### src/rtl/nhi_pkg.sv
package nhi_pkg;

  typedef enum logic {
    PH_UPPER = 1'b0,
    PH_LOWER = 1'b1
  } nib_phase_e;

  typedef struct packed {
    logic cs_n;
    logic wr_n;
    logic rd_n;
  } strobe_ctl_t;

  localparam strobe_ctl_t CTL_IDLE = '{cs_n: 1'b1, wr_n: 1'b1, rd_n: 1'b1};

endpackage

### src/rtl/nhi_strobe_sync.sv
// Samples the host bus into the clock domain and flags trailing strobe edges.
// STAGES must be at least 2: the last two stages form the edge detector.
module nhi_strobe_sync
  import nhi_pkg::*;
#(
  parameter int NIB_W  = 4,
  parameter int STAGES = 2
) (
  input  logic             clk,
  input  logic             rst_n,
  input  logic             cs_n,
  input  logic             rs,
  input  logic             wr_n,
  input  logic             rd_n,
  input  logic [NIB_W-1:0] db_in,
  output logic             cs_idle,
  output logic             wr_end,
  output logic             rd_end,
  output logic [NIB_W-1:0] evt_nib,
  output logic             evt_rs
);

  localparam int BUS_W  = NIB_W + 1;
  localparam int BUS_ST = STAGES - 1;

  strobe_ctl_t ctl_q [STAGES];
  strobe_ctl_t ctl_now, cur, prv;
  logic [BUS_W-1:0] bus_q [BUS_ST];
  logic [BUS_W-1:0] bus_cur;
  logic [BUS_W-1:0] hold_q;

  assign ctl_now = '{cs_n: cs_n, wr_n: wr_n, rd_n: rd_n};

  always_ff @(posedge clk) begin
    if (!rst_n) begin
      for (int i = 0; i < STAGES; i++) ctl_q[i] <= CTL_IDLE;
    end else begin
      ctl_q[0] <= ctl_now;
      for (int i = 1; i < STAGES; i++) ctl_q[i] <= ctl_q[i-1];
    end
  end

  always_ff @(posedge clk) begin
    if (!rst_n) begin
      for (int i = 0; i < BUS_ST; i++) bus_q[i] <= '0;
    end else begin
      bus_q[0] <= {rs, db_in};
      for (int i = 1; i < BUS_ST; i++) bus_q[i] <= bus_q[i-1];
    end
  end

  assign cur     = ctl_q[STAGES-2];
  assign prv     = ctl_q[STAGES-1];
  assign bus_cur = bus_q[BUS_ST-1];

  // Latest bus value seen while a strobe is low; frozen once it rises.
  always_ff @(posedge clk) begin
    if (!rst_n) hold_q <= '0;
    else if (!cur.cs_n && (!cur.wr_n || !cur.rd_n)) hold_q <= bus_cur;
  end

  assign wr_end  = !prv.cs_n && !prv.wr_n && cur.wr_n;
  assign rd_end  = !prv.cs_n && !prv.rd_n && cur.rd_n;
  assign cs_idle = cur.cs_n;
  assign evt_nib = hold_q[NIB_W-1:0];
  assign evt_rs  = hold_q[NIB_W];

endmodule

### src/rtl/nhi_pairer.sv
// Tracks the nibble phase, assembles write bytes and owns the write slot.
module nhi_pairer
  import nhi_pkg::*;
#(
  parameter int NIB_W = 4
) (
  input  logic               clk,
  input  logic               rst_n,
  input  logic               cs_idle,
  input  logic               wr_end,
  input  logic               rd_end,
  input  logic [NIB_W-1:0]   evt_nib,
  input  logic               evt_rs,
  input  logic               wr_ready,
  output logic               phase_lo,
  output logic               rs_hold,
  output logic               wr_valid,
  output logic [2*NIB_W-1:0] wr_data,
  output logic               wr_is_data,
  output logic               byte_written,
  output logic               rd_pair_done
);

  nib_phase_e       phase_q;
  logic [NIB_W-1:0] up_nib_q;
  logic             rs_q;
  logic             any_end, slot_free;

  assign any_end      = wr_end || rd_end;
  assign byte_written = wr_end && (phase_q == PH_LOWER);
  assign rd_pair_done = rd_end && (phase_q == PH_LOWER);
  assign slot_free    = !wr_valid || wr_ready;

  always_ff @(posedge clk) begin
    if (!rst_n) begin
      phase_q <= PH_UPPER;
    end else if (cs_idle) begin
      phase_q <= PH_UPPER;
    end else if (any_end) begin
      phase_q <= (phase_q == PH_UPPER) ? PH_LOWER : PH_UPPER;
    end
  end

  always_ff @(posedge clk) begin
    if (!rst_n) begin
      up_nib_q <= '0;
      rs_q     <= 1'b0;
    end else if (any_end && phase_q == PH_UPPER) begin
      up_nib_q <= evt_nib;
      rs_q     <= evt_rs;
    end
  end

  always_ff @(posedge clk) begin
    if (!rst_n) begin
      wr_valid   <= 1'b0;
      wr_data    <= '0;
      wr_is_data <= 1'b0;
    end else begin
      if (wr_valid && wr_ready) wr_valid <= 1'b0;
      if (byte_written && slot_free) begin
        wr_valid   <= 1'b1;
        wr_data    <= {up_nib_q, evt_nib};
        wr_is_data <= rs_q;
      end
    end
  end

  assign phase_lo = (phase_q == PH_LOWER);
  assign rs_hold  = rs_q;

endmodule

### src/rtl/nhi_prefetch.sv
// One-byte read-ahead buffer with fetch request and stale-response discard.
module nhi_prefetch #(
  parameter int BYTE_W = 8
) (
  input  logic              clk,
  input  logic              rst_n,
  input  logic              byte_written,
  input  logic              fetch_go,
  output logic              rreq_valid,
  input  logic              rreq_ready,
  input  logic              rrsp_valid,
  output logic              rrsp_ready,
  input  logic [BYTE_W-1:0] rrsp_data,
  output logic              pf_valid,
  output logic [BYTE_W-1:0] pf_data
);

  logic pend_q, stale_q;
  logic req_fire, rsp_fire;

  assign req_fire   = rreq_valid && rreq_ready;
  assign rsp_fire   = rrsp_valid && rrsp_ready;
  assign rrsp_ready = pend_q;

  always_ff @(posedge clk) begin
    if (!rst_n) begin
      rreq_valid <= 1'b0;
      pend_q     <= 1'b0;
      stale_q    <= 1'b0;
      pf_valid   <= 1'b0;
      pf_data    <= '0;
    end else begin
      if (fetch_go) begin
        pf_valid   <= 1'b0;
        rreq_valid <= 1'b1;
      end
      if (req_fire) begin
        rreq_valid <= 1'b0;
        pend_q     <= 1'b1;
      end
      if (rsp_fire) begin
        pend_q  <= 1'b0;
        stale_q <= 1'b0;
        if (!stale_q) begin
          pf_valid <= 1'b1;
          pf_data  <= rrsp_data;
        end
      end
      if (byte_written) begin
        pf_valid <= 1'b0;
        if (rreq_valid || (pend_q && !rsp_fire)) stale_q <= 1'b1;
      end
    end
  end

endmodule

### src/rtl/nib_host_if.sv
module nib_host_if #(
  parameter int NIB_W       = 4,
  parameter int SYNC_STAGES = 2
) (
  input  logic               clk,
  input  logic               rst_n,
  input  logic               cs_n,
  input  logic               rs,
  input  logic               wr_n,
  input  logic               rd_n,
  input  logic [NIB_W-1:0]   db_in,
  output logic [NIB_W-1:0]   db_out,
  output logic               db_oe,
  output logic               wr_valid,
  input  logic               wr_ready,
  output logic [2*NIB_W-1:0] wr_data,
  output logic               wr_is_data,
  output logic               rreq_valid,
  input  logic               rreq_ready,
  input  logic               rrsp_valid,
  output logic               rrsp_ready,
  input  logic [2*NIB_W-1:0] rrsp_data
);

  localparam int BYTE_W = 2 * NIB_W;

  logic             cs_idle, wr_end, rd_end, evt_rs;
  logic [NIB_W-1:0] evt_nib;
  logic             phase_lo, rs_hold, byte_written, rd_pair_done;
  logic             pf_valid;
  logic [BYTE_W-1:0] pf_data;
  logic             sel_rs;
  logic [NIB_W-1:0] pf_nib;

  nhi_strobe_sync #(.NIB_W(NIB_W), .STAGES(SYNC_STAGES)) u_sync (
    .clk(clk), .rst_n(rst_n), .cs_n(cs_n), .rs(rs), .wr_n(wr_n), .rd_n(rd_n),
    .db_in(db_in), .cs_idle(cs_idle), .wr_end(wr_end), .rd_end(rd_end),
    .evt_nib(evt_nib), .evt_rs(evt_rs)
  );

  nhi_pairer #(.NIB_W(NIB_W)) u_pair (
    .clk(clk), .rst_n(rst_n), .cs_idle(cs_idle), .wr_end(wr_end), .rd_end(rd_end),
    .evt_nib(evt_nib), .evt_rs(evt_rs), .wr_ready(wr_ready), .phase_lo(phase_lo),
    .rs_hold(rs_hold), .wr_valid(wr_valid), .wr_data(wr_data), .wr_is_data(wr_is_data),
    .byte_written(byte_written), .rd_pair_done(rd_pair_done)
  );

  nhi_prefetch #(.BYTE_W(BYTE_W)) u_pf (
    .clk(clk), .rst_n(rst_n), .byte_written(byte_written),
    .fetch_go(rd_pair_done && rs_hold), .rreq_valid(rreq_valid),
    .rreq_ready(rreq_ready), .rrsp_valid(rrsp_valid), .rrsp_ready(rrsp_ready),
    .rrsp_data(rrsp_data), .pf_valid(pf_valid), .pf_data(pf_data)
  );

  // Return path: register select comes live in the upper phase, held in the lower.
  assign db_oe  = !cs_n && !rd_n;
  assign sel_rs = phase_lo ? rs_hold : rs;
  assign pf_nib = phase_lo ? pf_data[NIB_W-1:0] : pf_data[BYTE_W-1:NIB_W];
  assign db_out = (db_oe && sel_rs && pf_valid) ? pf_nib : '0;

endmodule

### config.mk
export PLATFORM = sky130hd
export DESIGN_NAME = nib_host_if
export DESIGN_NICKNAME = d
export VERILOG_FILES = /design/src/rtl/nhi_pkg.sv /design/src/rtl/nhi_strobe_sync.sv /design/src/rtl/nhi_pairer.sv /design/src/rtl/nhi_prefetch.sv /design/src/rtl/nib_host_if.sv
export SDC_FILE = /design/constraint.sdc
export NUM_CORES = 1
export LEC_CHECK = 0
export BUFFER_PORTS_ARGS = -buffer_cell sky130_fd_sc_hd__buf_2
export CAP_MARGIN = 25
export CORE_UTILIZATION = 47
export DETAILED_ROUTE_END_ITERATION = 6
export HOLD_SLACK_MARGIN = 0.06
export PLACE_DENSITY = 0.74
export SYNTH_ARGS = -nofsm -noshare
export SYNTH_HDL_FRONTEND = slang
export SYNTH_SLANG_ARGS = --single-unit
### constraint.sdc
create_clock -name clk -period 1 [get_ports clk]
set_input_delay 0.2 -clock clk [delete_from_list [all_inputs] [get_ports clk]]
set_output_delay 0.2 -clock clk [all_outputs]
set_load 0.03 [all_outputs]
### After elaboration in Yosys (flattened, before gate mapping)

Memory sizes are Yosys's and may differ from the RTL's. A register that Yosys moved wholly into a read port is not among the register bits.
Cells that the tools add are included.

* output and inout port bits: 17
* memory bits (writable): 11
* ROM bits: 0
* memories kept: 2
* latch bits: 0
* logic and storage cells: 75
* input port bits: 21
* register bits after elaboration: 28

Memory list
* u_sync.ctl_q: depth 2, width 3, rd ports 2, clocked after memory_dff 0, wr ports 2, RTL line nhi_strobe_sync.sv:26 `strobe_ctl_t ctl_q [STAGES];`
* u_sync.bus_q: depth 1, width 5, rd ports 1, clocked after memory_dff 1, wr ports 1, RTL line nhi_strobe_sync.sv:28 `logic [BUS_W-1:0] bus_q [BUS_ST];`

* add/sub/neg operators: 0
* multiplexer cells: 18
* $mul: 0
* shifts and indexed selects: 0
* $lt $le $gt $ge: 0
* reduce and logical (&&, ||, !) cells: 39
* eq/ne operators: 0
* bitwise operators: 5
* div/mod/pow operators: 0

Operators with widths (number)
* logical AND 1 bit: 17
* two-way mux 1 bit: 13
* zero test 1 bit: 11
* two-way mux 4 bit: 2
* OR reduction 2 bit: 4
* two-way mux 3 bit: 2
* two-way mux 5 bit: 1
* OR reduction 5 bit: 1
* logical OR 1 bit: 4
* NOT 1 bit: 3
* bitwise OR 1 bit: 2
* AND reduction 2 bit: 1
* nonzero test 2 bit: 1

### Logic depth before layout (Yosys ltp)

* depth after elaboration: 8
* depth in mapped cells: 5
* mapped depth without buffers: 3

### Modules after synthesis

Synthesis repeated with hierarchy kept, for this count alone.

* cells, all modules: 183
* area, all modules: 1813.0 µm²

Modules (own cells, without submodules)
* nhi_pairer: cells an instance 70, area each 648.1 µm², seq. area each 320.3 µm², times used 1
* nhi_strobe_sync: cells an instance 47, area each 528.0 µm², seq. area each 320.3 µm², times used 1
* nhi_prefetch: cells an instance 53, area each 505.5 µm², seq. area each 240.2 µm², times used 1
* nib_host_if: cells an instance 13, area each 131.4 µm², seq. area each 0.0 µm², times used 1

### Worst setup path after synthesis

No wires, ideal clock.

* path kind: input to output
* from: input port cs_n
* to: output port db_out[0]
* arrival: 1.329 ns
* stages on the path: 3
* required time: 0.800 ns
* setup slack: -0.529 ns
* path buffers: 0
* path through: nor2_1 > nand3_1 > nor2_1

* word-level cells in the longest chain between the ends: 5

RTL lines
* from (decl): RTL line nib_host_if.sv:7 `input logic cs_n,`
* zero test 1 bit: RTL line nib_host_if.sv:56 `assign db_oe = !cs_n && !rd_n;`
* logical AND 1 bit: RTL line nib_host_if.sv:56
* logical AND 1 bit (2 in series): RTL line nib_host_if.sv:59 `assign db_out = (db_oe && sel_rs && pf_valid) ? pf_nib : '0;`
* two-way mux 4 bit: RTL line nib_host_if.sv:59
* to (decl): RTL line nib_host_if.sv:12 `output logic [NIB_W-1:0] db_out,`

No other way between the ends.

### Worst setup path in the final report

* from: register u_pair.phase_q (netlist: u_pair.phase_lo)
* to: output port db_out[1]

* word-level cells in the longest chain between the ends: 4
* elaborated cells on any way between the ends: 5
* those cells by class: mux (3); reduce/logical (2)

RTL lines
* from (decl): RTL line nhi_pairer.sv:24 `nib_phase_e phase_q;`
* from (signal assigned): RTL line nhi_pairer.sv:40 `phase_q <= (phase_q == PH_UPPER) ? PH_LOWER : PH_UPPER;`
* two-way mux 1 bit: RTL line nib_host_if.sv:57 `assign sel_rs = phase_lo ? rs_hold : rs;`
* logical AND 1 bit (2 in series): RTL line nib_host_if.sv:59
* two-way mux 4 bit *: RTL line nib_host_if.sv:59

Every way passes the cells marked *; elsewhere a longest branch is shown, timed or not.

==> results.yml <==
sta:
  number_of_hold_violations_in_the_final_report: 0
  post-route-period-util_pct: 159
  max_clock_freq_ghz: 0.627
  finalMaxSlewViolations: 0
  worst_hold_slack_ns: 0.0678
  timing_worst_slew_pin_value_ns: 0.302
  min_period_ns: 1.59
  timing.final.ws_setup_ns: -0.594
  maximum_clock_skew_at_final_layout_ns: 0.0145
  setup_viol_count_final: 47
  grt_setup_unrepaired: "true"
  max-slew-margin-rel_pct: 79.7
  tns_ns: -7.20
logic_synthesis:
  ys_seq_elements: 44
  synth.yosys.warnings: 0
  ys_seq_area_share_pct: 51.8
  synth_cells: 162
  syn-num-nets: 183
  avgSynthCellArea_um2: 10.5
  post_synth_num_cell_types: 24
  synth_area_mm2: 0.00170
floorplanning:
  io_pins: 38
  row_count: 21
  die_w_um: 62.1
  die_area_mm2: 0.00386
  floorplan.initialDensity_pct: 50.1
  core_mm2: 0.00339
  floorplan.die.height_um: 62.1
clock_network:
  cts_tree: "done"
  cts.clk_slew.worst_paths_ns: 0.14
  cts_htree_levels: 2
  clock-sinks: 44
  clkLatencyLatePin_ns: 0.36
  ctsLongestPathBuffers: 2
  cts_buffers: 5
  ctsRootBufferMaster: "sky130_fd_sc_hd__clkbuf_4"
power:
  power.leakage_nw: 1.11
  power.density_mw_per_mm2: 1230
  power.ir.vdd_worst_uv: 1260
  design_power_total_w: 0.00312
drt:
  drt_iter0_markers: 31
  detailed_routing_iteration_count_for_the_pre_antenna_repair_pass: 4
  detail_route.vias_per_cell: 4.89
  route.detailed.wl_per_inst_um: 13.9
  antenna_left: 0
  via_count: 1326
  route.detailed.drc: 0
  finalWirelength_um: 3760
setup_path:
  worst_setup_path_end_kind: "output port"
  critPathSlowestCell: "sky130_fd_sc_hd__dfxtp_4"
  worstPathCellList: "mux2_4 > nand3_4 > nor2_4 > buf_6"
  worst_ep_arrival_time_ns: 1.39
  critical_path_required_ns: 0.80
  worst_path_dominant_cell_family: "flip-flops"
  slowest_delay_ns: 0.39
  crit_path_max_fanout: 4
  worstSetupPathType: "reg2out"
  timing.critical_path.buf_inv: 1
  crit_path_start_kind: "register"
place:
  gp_congestion: 0.744
  hpwlAfterDp_um: 2350
  placement.setup.worst_slack_ns: -0.279
  buffers_added_on_ports: 37
global_route:
  grt_start_max_net_pins: 25
  grtUsageTotal_pct: 21.5
  grt_pass1_vias: 1446
  global_route.overflow_total: 0
  antenna_found_initial: 0
  grt_first_pass_wirelength_um: 6460
finish:
  num-nets-final: 245
  layout-drive-gt1-share_pct: 46.7
  antenna_cells_inserted: 0
  synthToLayoutAreaGrowth_pct: 49.0
job:
  cap_viol_max_count: 0
worst_hold_path:
  holdCritPathClass: "in2reg"
run_status:
  violations: "setup timing"
  run_status: "complete, but fails checks"
-- synth_stat cells (all sizes together) --
cell	number	share of area, %
a211o	1	0.52
a21boi	1	0.44
a21oi	3	1.1
and2	6	2.2
and4bb	1	0.96
buf	7	2.8
clkbuf	2	0.44
dfxtp	44	52
mux2	1	0.66
mux2i	33	19
nand2	23	5.1
nand2b	10	3.8
nand3	1	0.29
nand3b	2	0.88
nor2	5	1.1
nor2b	15	5.5
nor4	1	0.37
o211ai	1	0.44
o21a	2	0.88
o31ai	1	0.44
or2	2	0.74
-- layout make-up --
type | instances | area (um^2)
Multi-Input combinational cell | 110 | 940
Tap cell | 46 | 57.6
Clock inverter | 3 | 46.3
Timing Repair Buffer | 63 | 539
Clock buffer | 5 | 37.5
Fill cell | 222 | 857
Sequential cell | 44 | 912
-- final timing paths --
kind,slack (ns),startpoint,end,cells past startpoint
hold / removal,0.07,rst_n,u_sync.ctl_q[0][4]$_SDFF_PN1_,2
hold reg to reg,0.48,u_pair.wr_data[4]$_SDFFE_PN0P_,u_pair.wr_data[4]$_SDFFE_PN0P_,2
setup reg to reg,-0.24,u_pair.phase_lo$_SDFFE_PP0P_,u_pair.wr_data[5]$_SDFFE_PN0P_,5
setup / recovery,-0.59,u_pair.phase_lo$_SDFFE_PP0P_,db_out[1],4
-- cell usage in the layout, fill, tap and decap left out, types with 2 or more instances in the layout --
master,instances
sky130_fd_sc_hd__and2_1,6
sky130_fd_sc_hd__nand3b_1,2
sky130_fd_sc_hd__buf_6,23
sky130_fd_sc_hd__nor2b_1,14
sky130_fd_sc_hd__clkbuf_4,5
sky130_fd_sc_hd__mux2i_4,3
sky130_fd_sc_hd__dfxtp_1,27
sky130_fd_sc_hd__o21a_1,2
sky130_fd_sc_hd__buf_2,21
sky130_fd_sc_hd__nand2b_4,5
sky130_fd_sc_hd__dfxtp_4,4
sky130_fd_sc_hd__dfxtp_2,13
sky130_fd_sc_hd__nand2_1,22
sky130_fd_sc_hd__buf_4,10
sky130_fd_sc_hd__mux2i_1,29
sky130_fd_sc_hd__dlygate4sd3_1,8
sky130_fd_sc_hd__nand2b_1,6
sky130_fd_sc_hd__nor2_4,4
sky130_fd_sc_hd__or2_2,2
-- kinds of logic (layout without fill, tap and decap cells) --
logic type	count (synthesis)	after routing	share of synthesized area, %
AOI/OAI and AO/OA	9	9	3.83
buffers and inverters	9	71	3.24
DFF	44	44	51.8
muxes	34	34	20.1
and+or+nand+nor	66	67	21.0
-- metrics by stage --
stage,area [um^2],utilization [%],cells
6_report,2530,74.7,271
5_1_grt,2530,74.7,271
4_1_cts,2520,74.4,271
3_5_place_dp,2060,60.8,248
3_3_place_gp,2060,60.8,248
2_1_floorplan,1780,-,162
-- flip-flops by register name (all words and copies together) (netlist names) --
register	flops
u_pair.wr_valid	1
u_pair.wr_data	8
u_pf.pf_data	8
u_pair.phase_lo	1
u_pair.rs_hold	1
u_pf.stale_q	1
u_pf.rreq_valid	1
u_pair.wr_is_data	1
u_sync.ctl_q	6
u_pf.rrsp_ready	1
u_sync.hold_q	5
u_sync.bus_q	5
u_pair.up_nib_q	4
u_pf.pf_valid	1
-- per-layer routing --
| metal | global-route usage [%] | share of wire, % |
|---|---|---|
| met3 | 5.51 | 3.4 |
| met5 | 0 | 0 |
| met2 | 37.6 | 51 |
| met1 | 24.4 | 43 |
| met4 | 9.88 | 2.3 |
-- power by group --
| group | internal [W] | total (W) | switching [W] |
|---|---|---|---|
| clock network | 0.000535 | 0.00113 | 0.000600 |
| registers | 0.00177 | 0.00179 | 0.0000180 |
| logic | 0.000112 | 0.000198 | 0.0000862 |
-- repair_timing --
action	in CTS	in global routing
hold buffers	8	0
pin swaps	7	6
setup endpoints to repair	48	48
setup buffers	6	2
endpoints found under the hold margin	8	0
gates cloned	1	0
gates resized for setup	72	4
Note: power is estimated with default switching activity, not from simulation.
